File: config.mk
export PLATFORM = sky130hd
export DESIGN_NAME = meas_timer16
export DESIGN_NICKNAME = d
export VERILOG_FILES = /design/src/rtl/mt_pkg.sv /design/src/rtl/mt_edge.sv /design/src/rtl/mt_core.sv /design/src/rtl/mt_rtport.sv /design/src/rtl/meas_timer16.sv
export SDC_FILE = /design/constraint.sdc
export NUM_CORES = 1
export LEC_CHECK = 0
export ABC_AREA = 0
export BUFFER_PORTS_ARGS = -buffer_cell sky130_fd_sc_hd__buf_2
export CAP_MARGIN = 30
export CORE_ASPECT_RATIO = 1.1
export CORE_MARGIN = 1.5
export CORE_UTILIZATION = 28
export CTS_BUF_LIST = sky130_fd_sc_hd__clkbuf_16
export DETAILED_ROUTE_END_ITERATION = 12
export SETUP_SLACK_MARGIN = 0.4
export SLEW_MARGIN = 10
export SYNTH_ARGS = -nofsm -noshare
export SYNTH_HDL_FRONTEND = slang
export SYNTH_SLANG_ARGS = --single-unit
File: constraint.sdc
create_clock -name clk -period 4.4 [get_ports clk]
set_input_delay 0.88 -clock clk [delete_from_list [all_inputs] [get_ports clk]]
set_output_delay 0.88 -clock clk [all_outputs]
set_load 0.02 [all_outputs]
File: src/rtl/mt_pkg.sv
package mt_pkg;
  typedef enum logic [1:0] {
    MD_TIMER  = 2'd0,
    MD_PERIOD = 2'd1,
    MD_EVENT  = 2'd2,
    MD_PWHL   = 2'd3
  } mt_mode_e;

  localparam logic [1:0] A_CNT_LO = 2'd0;
  localparam logic [1:0] A_CNT_HI = 2'd1;
  localparam logic [1:0] A_MODE   = 2'd2;
  localparam logic [1:0] A_RTDATA = 2'd3;

  localparam int B_EDGE_FALL  = 2;
  localparam int B_LATCH_ONLY = 3;
  localparam int B_RT_EN      = 4;
  localparam int B_RUN        = 5;
endpackage

File: src/rtl/mt_edge.sv
module mt_edge #(
  parameter int STAGES = 2
) (
  input  logic clk,
  input  logic rst,
  input  logic pin_i,
  output logic rise_o,
  output logic fall_o
);
  logic [STAGES-1:0] sync_q;
  logic              prev_q;

  generate
    if (STAGES == 1) begin : g_one
      always_ff @(posedge clk) begin
        if (rst) sync_q <= '0;
        else     sync_q <= pin_i;
      end
    end else begin : g_chain
      always_ff @(posedge clk) begin
        if (rst) sync_q <= '0;
        else     sync_q <= {sync_q[STAGES-2:0], pin_i};
      end
    end
  endgenerate

  always_ff @(posedge clk) begin
    if (rst) prev_q <= 1'b0;
    else     prev_q <= sync_q[STAGES-1];
  end

  assign rise_o = sync_q[STAGES-1] & ~prev_q;
  assign fall_o = ~sync_q[STAGES-1] & prev_q;
endmodule

File: src/rtl/mt_core.sv
module mt_core #(
  parameter int CNT_W = 16
) (
  input  logic             clk,
  input  logic             rst,
  input  logic             step_i,
  input  logic             meas_ev_i,
  input  logic             wr_hi_i,
  input  logic [CNT_W-1:0] wr_val_i,
  input  logic             latch_only_i,
  input  logic             rd_lo_i,
  output logic [CNT_W-1:0] view_o,
  output logic             unf_o,
  output logic             irq_unf_o
);
  logic [CNT_W-1:0] cnt_q, latch_q, hold_q;
  logic             hold_vld_q;
  logic             at_zero, collide, load_direct;

  assign at_zero     = (cnt_q == '0);
  assign collide     = wr_hi_i & latch_only_i & step_i & at_zero;
  assign load_direct = wr_hi_i & (~latch_only_i | collide);
  assign unf_o       = step_i & at_zero & ~wr_hi_i & ~meas_ev_i;
  assign view_o      = hold_vld_q ? hold_q : cnt_q;

  always_ff @(posedge clk) begin
    if (rst) begin
      cnt_q      <= '0;
      latch_q    <= '0;
      hold_q     <= '0;
      hold_vld_q <= 1'b0;
      irq_unf_o  <= 1'b0;
    end else begin
      irq_unf_o <= unf_o;
      if (wr_hi_i) latch_q <= wr_val_i;
      if (load_direct) begin
        cnt_q <= wr_val_i;
      end else if (meas_ev_i) begin
        hold_q <= cnt_q;
        cnt_q  <= latch_q;
      end else if (step_i && !wr_hi_i) begin
        cnt_q <= at_zero ? latch_q : cnt_q - 1'b1;
      end
      if (load_direct)    hold_vld_q <= 1'b0;
      else if (meas_ev_i) hold_vld_q <= 1'b1;
      else if (rd_lo_i)   hold_vld_q <= 1'b0;
    end
  end

  AST_UNF_RELOAD: assert property (@(posedge clk) disable iff (rst)
    unf_o |=> (cnt_q == $past(latch_q)));
  AST_IDLE_STABLE: assert property (@(posedge clk) disable iff (rst)
    (!step_i && !meas_ev_i && !wr_hi_i) |=> $stable(cnt_q));
  AST_LATCH_ONLY_KEEP: assert property (@(posedge clk) disable iff (rst)
    (wr_hi_i && latch_only_i && !(step_i && at_zero) && !meas_ev_i) |=> $stable(cnt_q));
  AST_COLLIDE_LOAD: assert property (@(posedge clk) disable iff (rst)
    collide |=> (cnt_q == latch_q) && !irq_unf_o);
endmodule

File: src/rtl/mt_rtport.sv
module mt_rtport #(
  parameter int RT_W = 2
) (
  input  logic            clk,
  input  logic            rst,
  input  logic            en_i,
  input  logic            unf_i,
  input  logic [RT_W-1:0] data_i,
  output logic [RT_W-1:0] port_o
);
  logic en_q, load;

  assign load = en_i & (~en_q | unf_i);

  always_ff @(posedge clk) begin
    if (rst) begin
      en_q   <= 1'b0;
      port_o <= '0;
    end else begin
      en_q <= en_i;
      if (load) port_o <= data_i;
    end
  end

  AST_RT_HOLD: assert property (@(posedge clk) disable iff (rst)
    !(en_i && (!en_q || unf_i)) |=> $stable(port_o));
endmodule

File: src/rtl/meas_timer16.sv
module meas_timer16 #(
  parameter int BUS_W       = 8,
  parameter int RT_W        = 2,
  parameter int SYNC_STAGES = 2
) (
  input  logic             clk,
  input  logic             rst,
  input  logic             tick_i,
  input  logic             ext_i,
  input  logic             wr_i,
  input  logic             rd_i,
  input  logic [1:0]       addr_i,
  input  logic [BUS_W-1:0] wdata_i,
  output logic [BUS_W-1:0] rdata_o,
  output logic             irq_unf_o,
  output logic             irq_edge_o,
  output logic [RT_W-1:0]  rt_o
);
  import mt_pkg::*;
  localparam int CNT_W = 2 * BUS_W;

  logic [BUS_W-1:0] mode_q, rtdat_q, tmp_lo_q, lo_buf_q;
  logic [CNT_W-1:0] view;
  logic             rise, fall, sel_edge, any_edge, run;
  logic             step, meas_ev, edge_irq, unf;
  logic             wr_hi, rd_hi, rd_lo;
  mt_mode_e         mode;

  assign mode     = mt_mode_e'(mode_q[1:0]);
  assign run      = mode_q[B_RUN];
  assign sel_edge = mode_q[B_EDGE_FALL] ? fall : rise;
  assign any_edge = rise | fall;
  assign wr_hi    = wr_i & (addr_i == A_CNT_HI);
  assign rd_hi    = rd_i & (addr_i == A_CNT_HI);
  assign rd_lo    = rd_i & (addr_i == A_CNT_LO);

  always_comb begin
    step     = 1'b0;
    meas_ev  = 1'b0;
    edge_irq = sel_edge;
    case (mode)
      MD_TIMER:  step = run & tick_i;
      MD_PERIOD: begin step = run & tick_i; meas_ev = run & sel_edge; end
      MD_EVENT:  step = run & sel_edge;
      MD_PWHL:   begin step = run & tick_i; meas_ev = run & any_edge; edge_irq = any_edge; end
      default:   step = 1'b0;
    endcase
  end

  mt_edge #(.STAGES(SYNC_STAGES)) u_edge (
    .clk(clk), .rst(rst), .pin_i(ext_i), .rise_o(rise), .fall_o(fall)
  );

  mt_core #(.CNT_W(CNT_W)) u_core (
    .clk(clk), .rst(rst), .step_i(step), .meas_ev_i(meas_ev),
    .wr_hi_i(wr_hi), .wr_val_i({wdata_i, tmp_lo_q}),
    .latch_only_i(mode_q[B_LATCH_ONLY]), .rd_lo_i(rd_lo),
    .view_o(view), .unf_o(unf), .irq_unf_o(irq_unf_o)
  );

  mt_rtport #(.RT_W(RT_W)) u_rt (
    .clk(clk), .rst(rst), .en_i(mode_q[B_RT_EN]), .unf_i(unf),
    .data_i(rtdat_q[RT_W-1:0]), .port_o(rt_o)
  );

  always_ff @(posedge clk) begin
    if (rst) begin
      mode_q     <= '0;
      rtdat_q    <= '0;
      tmp_lo_q   <= '0;
      lo_buf_q   <= '0;
      rdata_o    <= '0;
      irq_edge_o <= 1'b0;
    end else begin
      irq_edge_o <= edge_irq;
      if (wr_i) begin
        case (addr_i)
          A_CNT_LO: tmp_lo_q <= wdata_i;
          A_MODE:   mode_q   <= wdata_i;
          A_RTDATA: rtdat_q  <= wdata_i;
          default:  ;
        endcase
      end
      if (rd_hi) lo_buf_q <= view[BUS_W-1:0];
      if (rd_i) begin
        case (addr_i)
          A_CNT_LO: rdata_o <= lo_buf_q;
          A_CNT_HI: rdata_o <= view[CNT_W-1:BUS_W];
          A_MODE:   rdata_o <= mode_q;
          default:  rdata_o <= rtdat_q;
        endcase
      end
    end
  end

  AST_PERIOD_OTHER_EDGE: assert property (@(posedge clk) disable iff (rst)
    (mode == MD_PERIOD && !mode_q[B_EDGE_FALL] && fall) |=> !irq_edge_o);
  AST_PWHL_BOTH: assert property (@(posedge clk) disable iff (rst)
    (mode == MD_PWHL && any_edge) |=> irq_edge_o);
endmodule

==> summary.txt, run 1 <==
Outcome
  • Result of the run: finished, final reports clean

GRT
  • All-Layer GR Usage: 0.137
  • Initial antenna violation count: 0
  • Vias in the first global route: 3,544
  • Global-route wire length before repair: 18.7 mm
  • GRT Residual Overflow: 0
  • Pin count of the biggest net entering global routing: 99

Critical path
  • RR Startpoint: u_core.cnt_q[0]
  • Largest delay share family, worst path: compound AO/OA/AOI/OAI gates
  • CP startpoint: addr_i[1]
  • Arrival time worst endpoint: 3310 ps
  • RR Endpoint: u_core.cnt_q[14]
  • Critical Path Most Common Cell: buf_4
  • CP max-delay cell: a21oi_2
  • Critical Path End Type: register
  • Worst Path Required: 4690 ps
  • Crit-path max FO: 24
  • Worst setup path endpoint: u_core.cnt_q[9]
  • Worst path max stage delay: 720 ps
  • Crit path buf inv count: 3
  • R2R Setup Slk: 1400 ps
  • Critical path launch point type: primary input
  • Worst R2R Path Depth: 8
  • Crit path kind: primary input to register
  • Worst path depth: 9
  • Worst path cell trace: buf_2, nand3b_1, buf_4, o211ai_1, a21oi_2, buf_4, a21oi_1, a2111o_1, nand2_1

Routing
  • Wl on met1: 5.55 mm
  • WL final: 11.7 mm
  • DRT iter0 DRCs: 320
  • Top layer in use: met4
  • Vias/cell: 5.34
  • Vias: 3,806
  • Final antenna-violating net count: 0
  • Met3 wire len: 678 um
  • DR WL/cell: 16.4 um
  • DRC viols: 0
  • Met2 WL: 5.19 mm
  • DRT Pass-1 Iters: 5

Yosys
  • Post-Syn Instances: 504
  • Post-Syn Area: 4570 sq um
  • Synth top area share: 0.425
  • EDFF count, synth: 0
  • Post-Syn Nets: 524
  • Post-synthesis sequential area ratio: 0.425
  • Post-synth top flop: dfxtp_1
  • Cell taking the most area after synthesis: dfxtp_1
  • Top cells by count, synth: 97 x dfxtp_1, 84 x nor2_1, 57 x mux2i_1
  • Yosys Warn Count: 0
  • Post-synth ARST share: 0
  • Unique masters post-synth: 46
  • Ranking of synthesized cells by area: dfxtp_1 43%, mux2i_1 12%, nor2_1 6.9%, mux4_2 3.9%, nand2_1 3.6%
  • Mapped Avg Cell Area: 9.06 sq um
  • #FFs+latches synth: 97
  • Most common cell in the synthesized netlist: dfxtp_1

STA
  • Slew @ Worst Pin: 912 ps
  • Peak Freq: 0.331 GHz
  • Hold WS: 457 ps
  • Clock skew: 8.37 ps
  • Final setup viols: 0
  • Worst relative slew slack: 0.392
  • Final worst-path cycle share: 0.687
  • Setup TNS: 0 ps
  • Min Tclk post-route: 3020 ps
  • Hold Violations, Final: 0
  • Max Transition Viols Final: 0
  • RSZ-0062 raised after global routing: false

Floorplanning
  • CORE AREA: 15,800 sq um
  • Site Rows: 48
  • Die Wd: 125 um
  • Die H: 137 um
  • Starting Density: 0.289
  • Top Ports: 28
  • DIE AREA: 17,100 sq um

CTS
  • CTS Buf Count: 9
  • Clk slew on worst S/H paths: 60 ps
  • Clk Latency, worst-skew pair: 350 ps
  • CTS tree: built
  • CTS Root Cell: clkbuf_16
  • Hold_buf cts: 0
  • Longest Clk Path Bufs: 2
  • # Post-CTS Setup Buffers: 0
  • CTS H-Tree Depth: 3
  • Sink Count: 97
  • Post-CTS resize count: 0

Power and ir drop
  • Pwr dens: 382 nW/um^2
  • Maximum VDD drop: 0.211 mV
  • Leakage power: 0.00190 uW

Worst hold path
  • Worst min path class: register to register
  • Worst hold start: u_core.latch_q[7]

Final layout
  • Layout area overhead: 12.4%
  • Ant. Diodes: 0
  • Fillers: 1,609
  • NumNets Final: 528
  • Share of post-route cells with drive strength above 1: 0.154

Placement
  • GP Congestion: 0.834
  • Hpwl dp: 7.91 mm
  • PortBufs: 27

Flow run
  • Max-cap viol count: 0
## cell type report
| cell class | instances | area, sq um | area share |
|---|---|---|---|
| sequential | 97 | 1940 | 0.378 |
| tap | 200 | 250 | 0.0488 |
| clock inverter | 7 | 62.6 | 0.0122 |
| inverter | 5 | 18.8 | 0.00366 |
| timing repair buffer | 32 | 195 | 0.0380 |
| multi-input combinational | 363 | 2440 | 0.475 |
| clock buffer | 9 | 225 | 0.0439 |
## worst min-delay path by stage
stage / end / slack [ps] / cells after the start
2_1_floorplan: u_edge.sync_q[1] / 410 / 1
3_3_place_gp: u_core.latch_q[11] / 440 / 2
3_5_place_dp: u_core.latch_q[11] / 440 / 2
4_1_cts: u_core.latch_q[5] / 460 / 2
5_1_grt: u_core.latch_q[5] / 470 / 2
6_report: u_core.latch_q[7] / 460 / 2
## worst reg2reg max path: stages (launching register included)
cell and delay [ps]:
dfxtp_1 420, inv_1 170, ha_1 150, nor3b_1 470, nand4_2 340, nand2_2 480
mux2_2 400, a221oi_1 370, nor3_2 80
## per-layer routing
layer | global-route usage | vias up
met5 | 0 | -
met4 | 0.0485 | 0
met3 | 0.0278 | 19
met2 | 0.211 | 140
met1 | 0.191 | 1830
li1 | - | 1817
## cell usage in the layout (no fill, tap or decap), types with 4 or more instances in the layout
master     instances
nand2_1           44
nor4_1             5
mux2i_1           57
nor2_1            84
ha_1               4
inv_1              6
a221oi_1          13
buf_4              5
nand3_1           10
buf_2             26
clkbuf_16          9
dfxtp_1           97
mux2_2            10
o21ai_0           30
a21oi_1           21
o31ai_1            7
a211oi_1          10
mux4_2             8
nor2b_1            4
nor3_2             8
nor3_1            14
## report_power, final
group          internal [uW]  leakage (uW)  switching, uW  total (uW)
clock                    435      0.000142            333         767
combinational           94.8      0.000974            160         255
sequential               904      0.000787           34.1         939
## per-stage QoR
stage / total power (uW) / cell area (sq um) / cells / setup WS [ps] / utilization
after floorplan: 1140 / 4570 / 504 / 1950 / -
after global placement: 1200 / 4820 / 696 / 1080 / 0.305
after detailed placement: 1210 / 4820 / 696 / 1020 / 0.305
after CTS: 1970 / 5100 / 712 / 1390 / 0.323
after global routing: 2040 / 5130 / 713 / 1160 / 0.325
final: 1960 / 5130 / 713 / 1380 / 0.325
## state kept, by name, indices dropped and copies added, names as in the netlist, 2 cells and up
name,count
u_core.cnt_q,16
rtdat_q,8
rdata_o,8
u_edge.sync_q,2
tmp_lo_q,8
lo_buf_q,8
u_rt.port_o,2
mode_q,8
u_core.latch_q,16
u_core.hold_q,16
## kinds of logic after synthesis
family,count (synthesis),share of synthesized area
DFF,97,0.425
muxes,75,0.189
AOI/OAI and AO/OA,96,0.139
buffers and inverters,44,0.0416
and+or+nand+nor,188,0.194
adders and majority gates,4,0.0110
(Power assumes the default switching activity.)
==> run 2: changes to the inputs <==
Clock period 4.4 ns to 3 ns, I/O delays scaled along.
==> summary.txt, run 2 (synthesized netlist as in run 1, its figures left out) <==
STA
  • Final worst-path cycle share: 0.793
  • Worst relative slew slack: 0.487
  • Max Transition Viols Final: 0
  • Min Tclk post-route: 2380 ps
  • Final setup viols: 0
  • Hold Violations, Final: 0
  • RSZ-0062 raised after global routing: false
  • Setup TNS: 0 ps
  • Clock skew: 5.07 ps
  • Slew @ Worst Pin: 763 ps
  • Peak Freq: 0.420 GHz
  • Hold WS: 441 ps

CTS
  • CTS tree: built
  • Longest Clk Path Bufs: 2
  • CTS Root Cell: clkbuf_16
  • CTS Buf Count: 9
  • Clk Latency, worst-skew pair: 350 ps
  • Clk slew on worst S/H paths: 60 ps
  • CTS H-Tree Depth: 3
  • Sink Count: 97

Routing
  • Final antenna-violating net count: 0
  • WL final: 12.2 mm
  • DRT Pass-1 Iters: 5
  • Vias/cell: 5.27
  • DRC viols: 0
  • DRT iter0 DRCs: 338
  • Vias: 3,799
  • DR WL/cell: 16.9 um

Floorplanning
  • DIE AREA: 17,100 sq um
  • Top Ports: 28
  • Starting Density: 0.289
  • Die Wd: 125 um
  • Die H: 137 um
  • CORE AREA: 15,800 sq um
  • Site Rows: 48

Placement
  • PortBufs: 27
  • GP Congestion: 0.902
  • Hpwl dp: 8.54 mm

GRT
  • Global-route wire length before repair: 19.5 mm
  • GRT Residual Overflow: 0
  • Vias in the first global route: 3,680
  • Pin count of the biggest net entering global routing: 63
  • All-Layer GR Usage: 0.146
  • Initial antenna violation count: 0

Power and ir drop
  • Pwr dens: 536 nW/um^2
  • Maximum VDD drop: 0.333 mV
  • Tot Pwr: 2780 uW
  • Leakage power: 0.00193 uW

Critical path
  • Worst path max stage delay: 470 ps
  • CP max-delay cell: nor4_2
  • Critical path launch point type: register
  • Worst path cell trace: nor4_2, nand4_2, nand2_4, buf_4, o21ai_0, a221oi_1, nor3_1
  • Worst Path Required: 3200 ps
  • Critical Path End Type: register
  • Crit-path max FO: 14
  • Arrival time worst endpoint: 2580 ps
  • Crit path kind: register to register

Flow run
  • Max-cap viol count: 0

Worst hold path
  • Worst min path class: register to register

Final layout
  • Share of post-route cells with drive strength above 1: 0.167
  • Ant. Diodes: 0
  • Biggest regs: u_core.cnt_q (16), u_core.hold_q (16), u_core.latch_q (16)
  • Layout area overhead: 13.7%
  • Commonest non-fill, non-tap cells in the layout: 97 x dfxtp_1, 84 x nor2_1, 57 x mux2i_1
  • NumNets Final: 537
  • Fillers: 1,621
  • Commonest non-fill, non-tap cell in the layout: dfxtp_1
  • Finished Core Util: 0.329

Outcome
  • Result of the run: finished, final reports clean
## run 2: worst max-delay path: cells and delay by family, from the launching register on
kind                   cells  cell delay [ps]
DFF                        1              420
buffers and inverters      1              230
and+or+nand+nor            4             1130
AOI/OAI and AO/OA          2              460
## run 2: power breakdown
part | internal, uW | leakage [uW] | switching, uW
combinational | 150 | 0.00102 | 241
clock | 544 | 0.000125 | 471
sequential | 1330 | 0.000787 | 49.5
total | 2020 | 0.00193 | 762
## run 2: layout make-up
| class | instances | area (sq um) | area share |
|---|---|---|---|
| Multi-Input combinational cell | 363 | 2460 | 0.474 |
| Tap cell | 200 | 250 | 0.0482 |
| Sequential cell | 97 | 1940 | 0.374 |
| Clock inverter | 6 | 27.5 | 0.00530 |
| Inverter | 5 | 18.8 | 0.00362 |
| Timing Repair Buffer | 41 | 268 | 0.0516 |
| Clock buffer | 9 | 225 | 0.0434 |
## run 2: timing repair
item / CTS / global route
setup endpoints to repair: 1 / 30
setup buffers: 0 / 4
resized for setup: 1 / 2
hold buffers: 0 / 0
pin swaps: 0 / 2
## run 2: path summary, 6_finish.rpt
check	from	endpoint	slack [ps]	cells past startpoint
min	u_edge.sync_q[0]	u_edge.sync_q[1]	440	1
max reg2reg	u_core.cnt_q[9]	u_core.cnt_q[15]	620	7
max	u_core.cnt_q[9]	u_core.cnt_q[15]	620	7
min reg2reg	u_edge.sync_q[0]	u_edge.sync_q[1]	440	1
## run 2: metal layers
metal / share of wire / global-route usage / vias to the layer above
met1: 0.47 / 0.197 / 1849
met5: 0 / 0 / -
met2: 0.46 / 0.232 / 105
li1: - / - / 1830
met3: 0.057 / 0.0336 / 15
met4: 0.013 / 0.0434 / 0
## run 2: per-stage QoR
stage          instances  worst slack (ps)  cell area [sq um]
2_1_floorplan        504               828               4570
3_5_place_dp         702               404               4870
6_report             721               620               5190
5_1_grt              721               460               5190
3_3_place_gp         702               565               4870
4_1_cts              717               469               5140
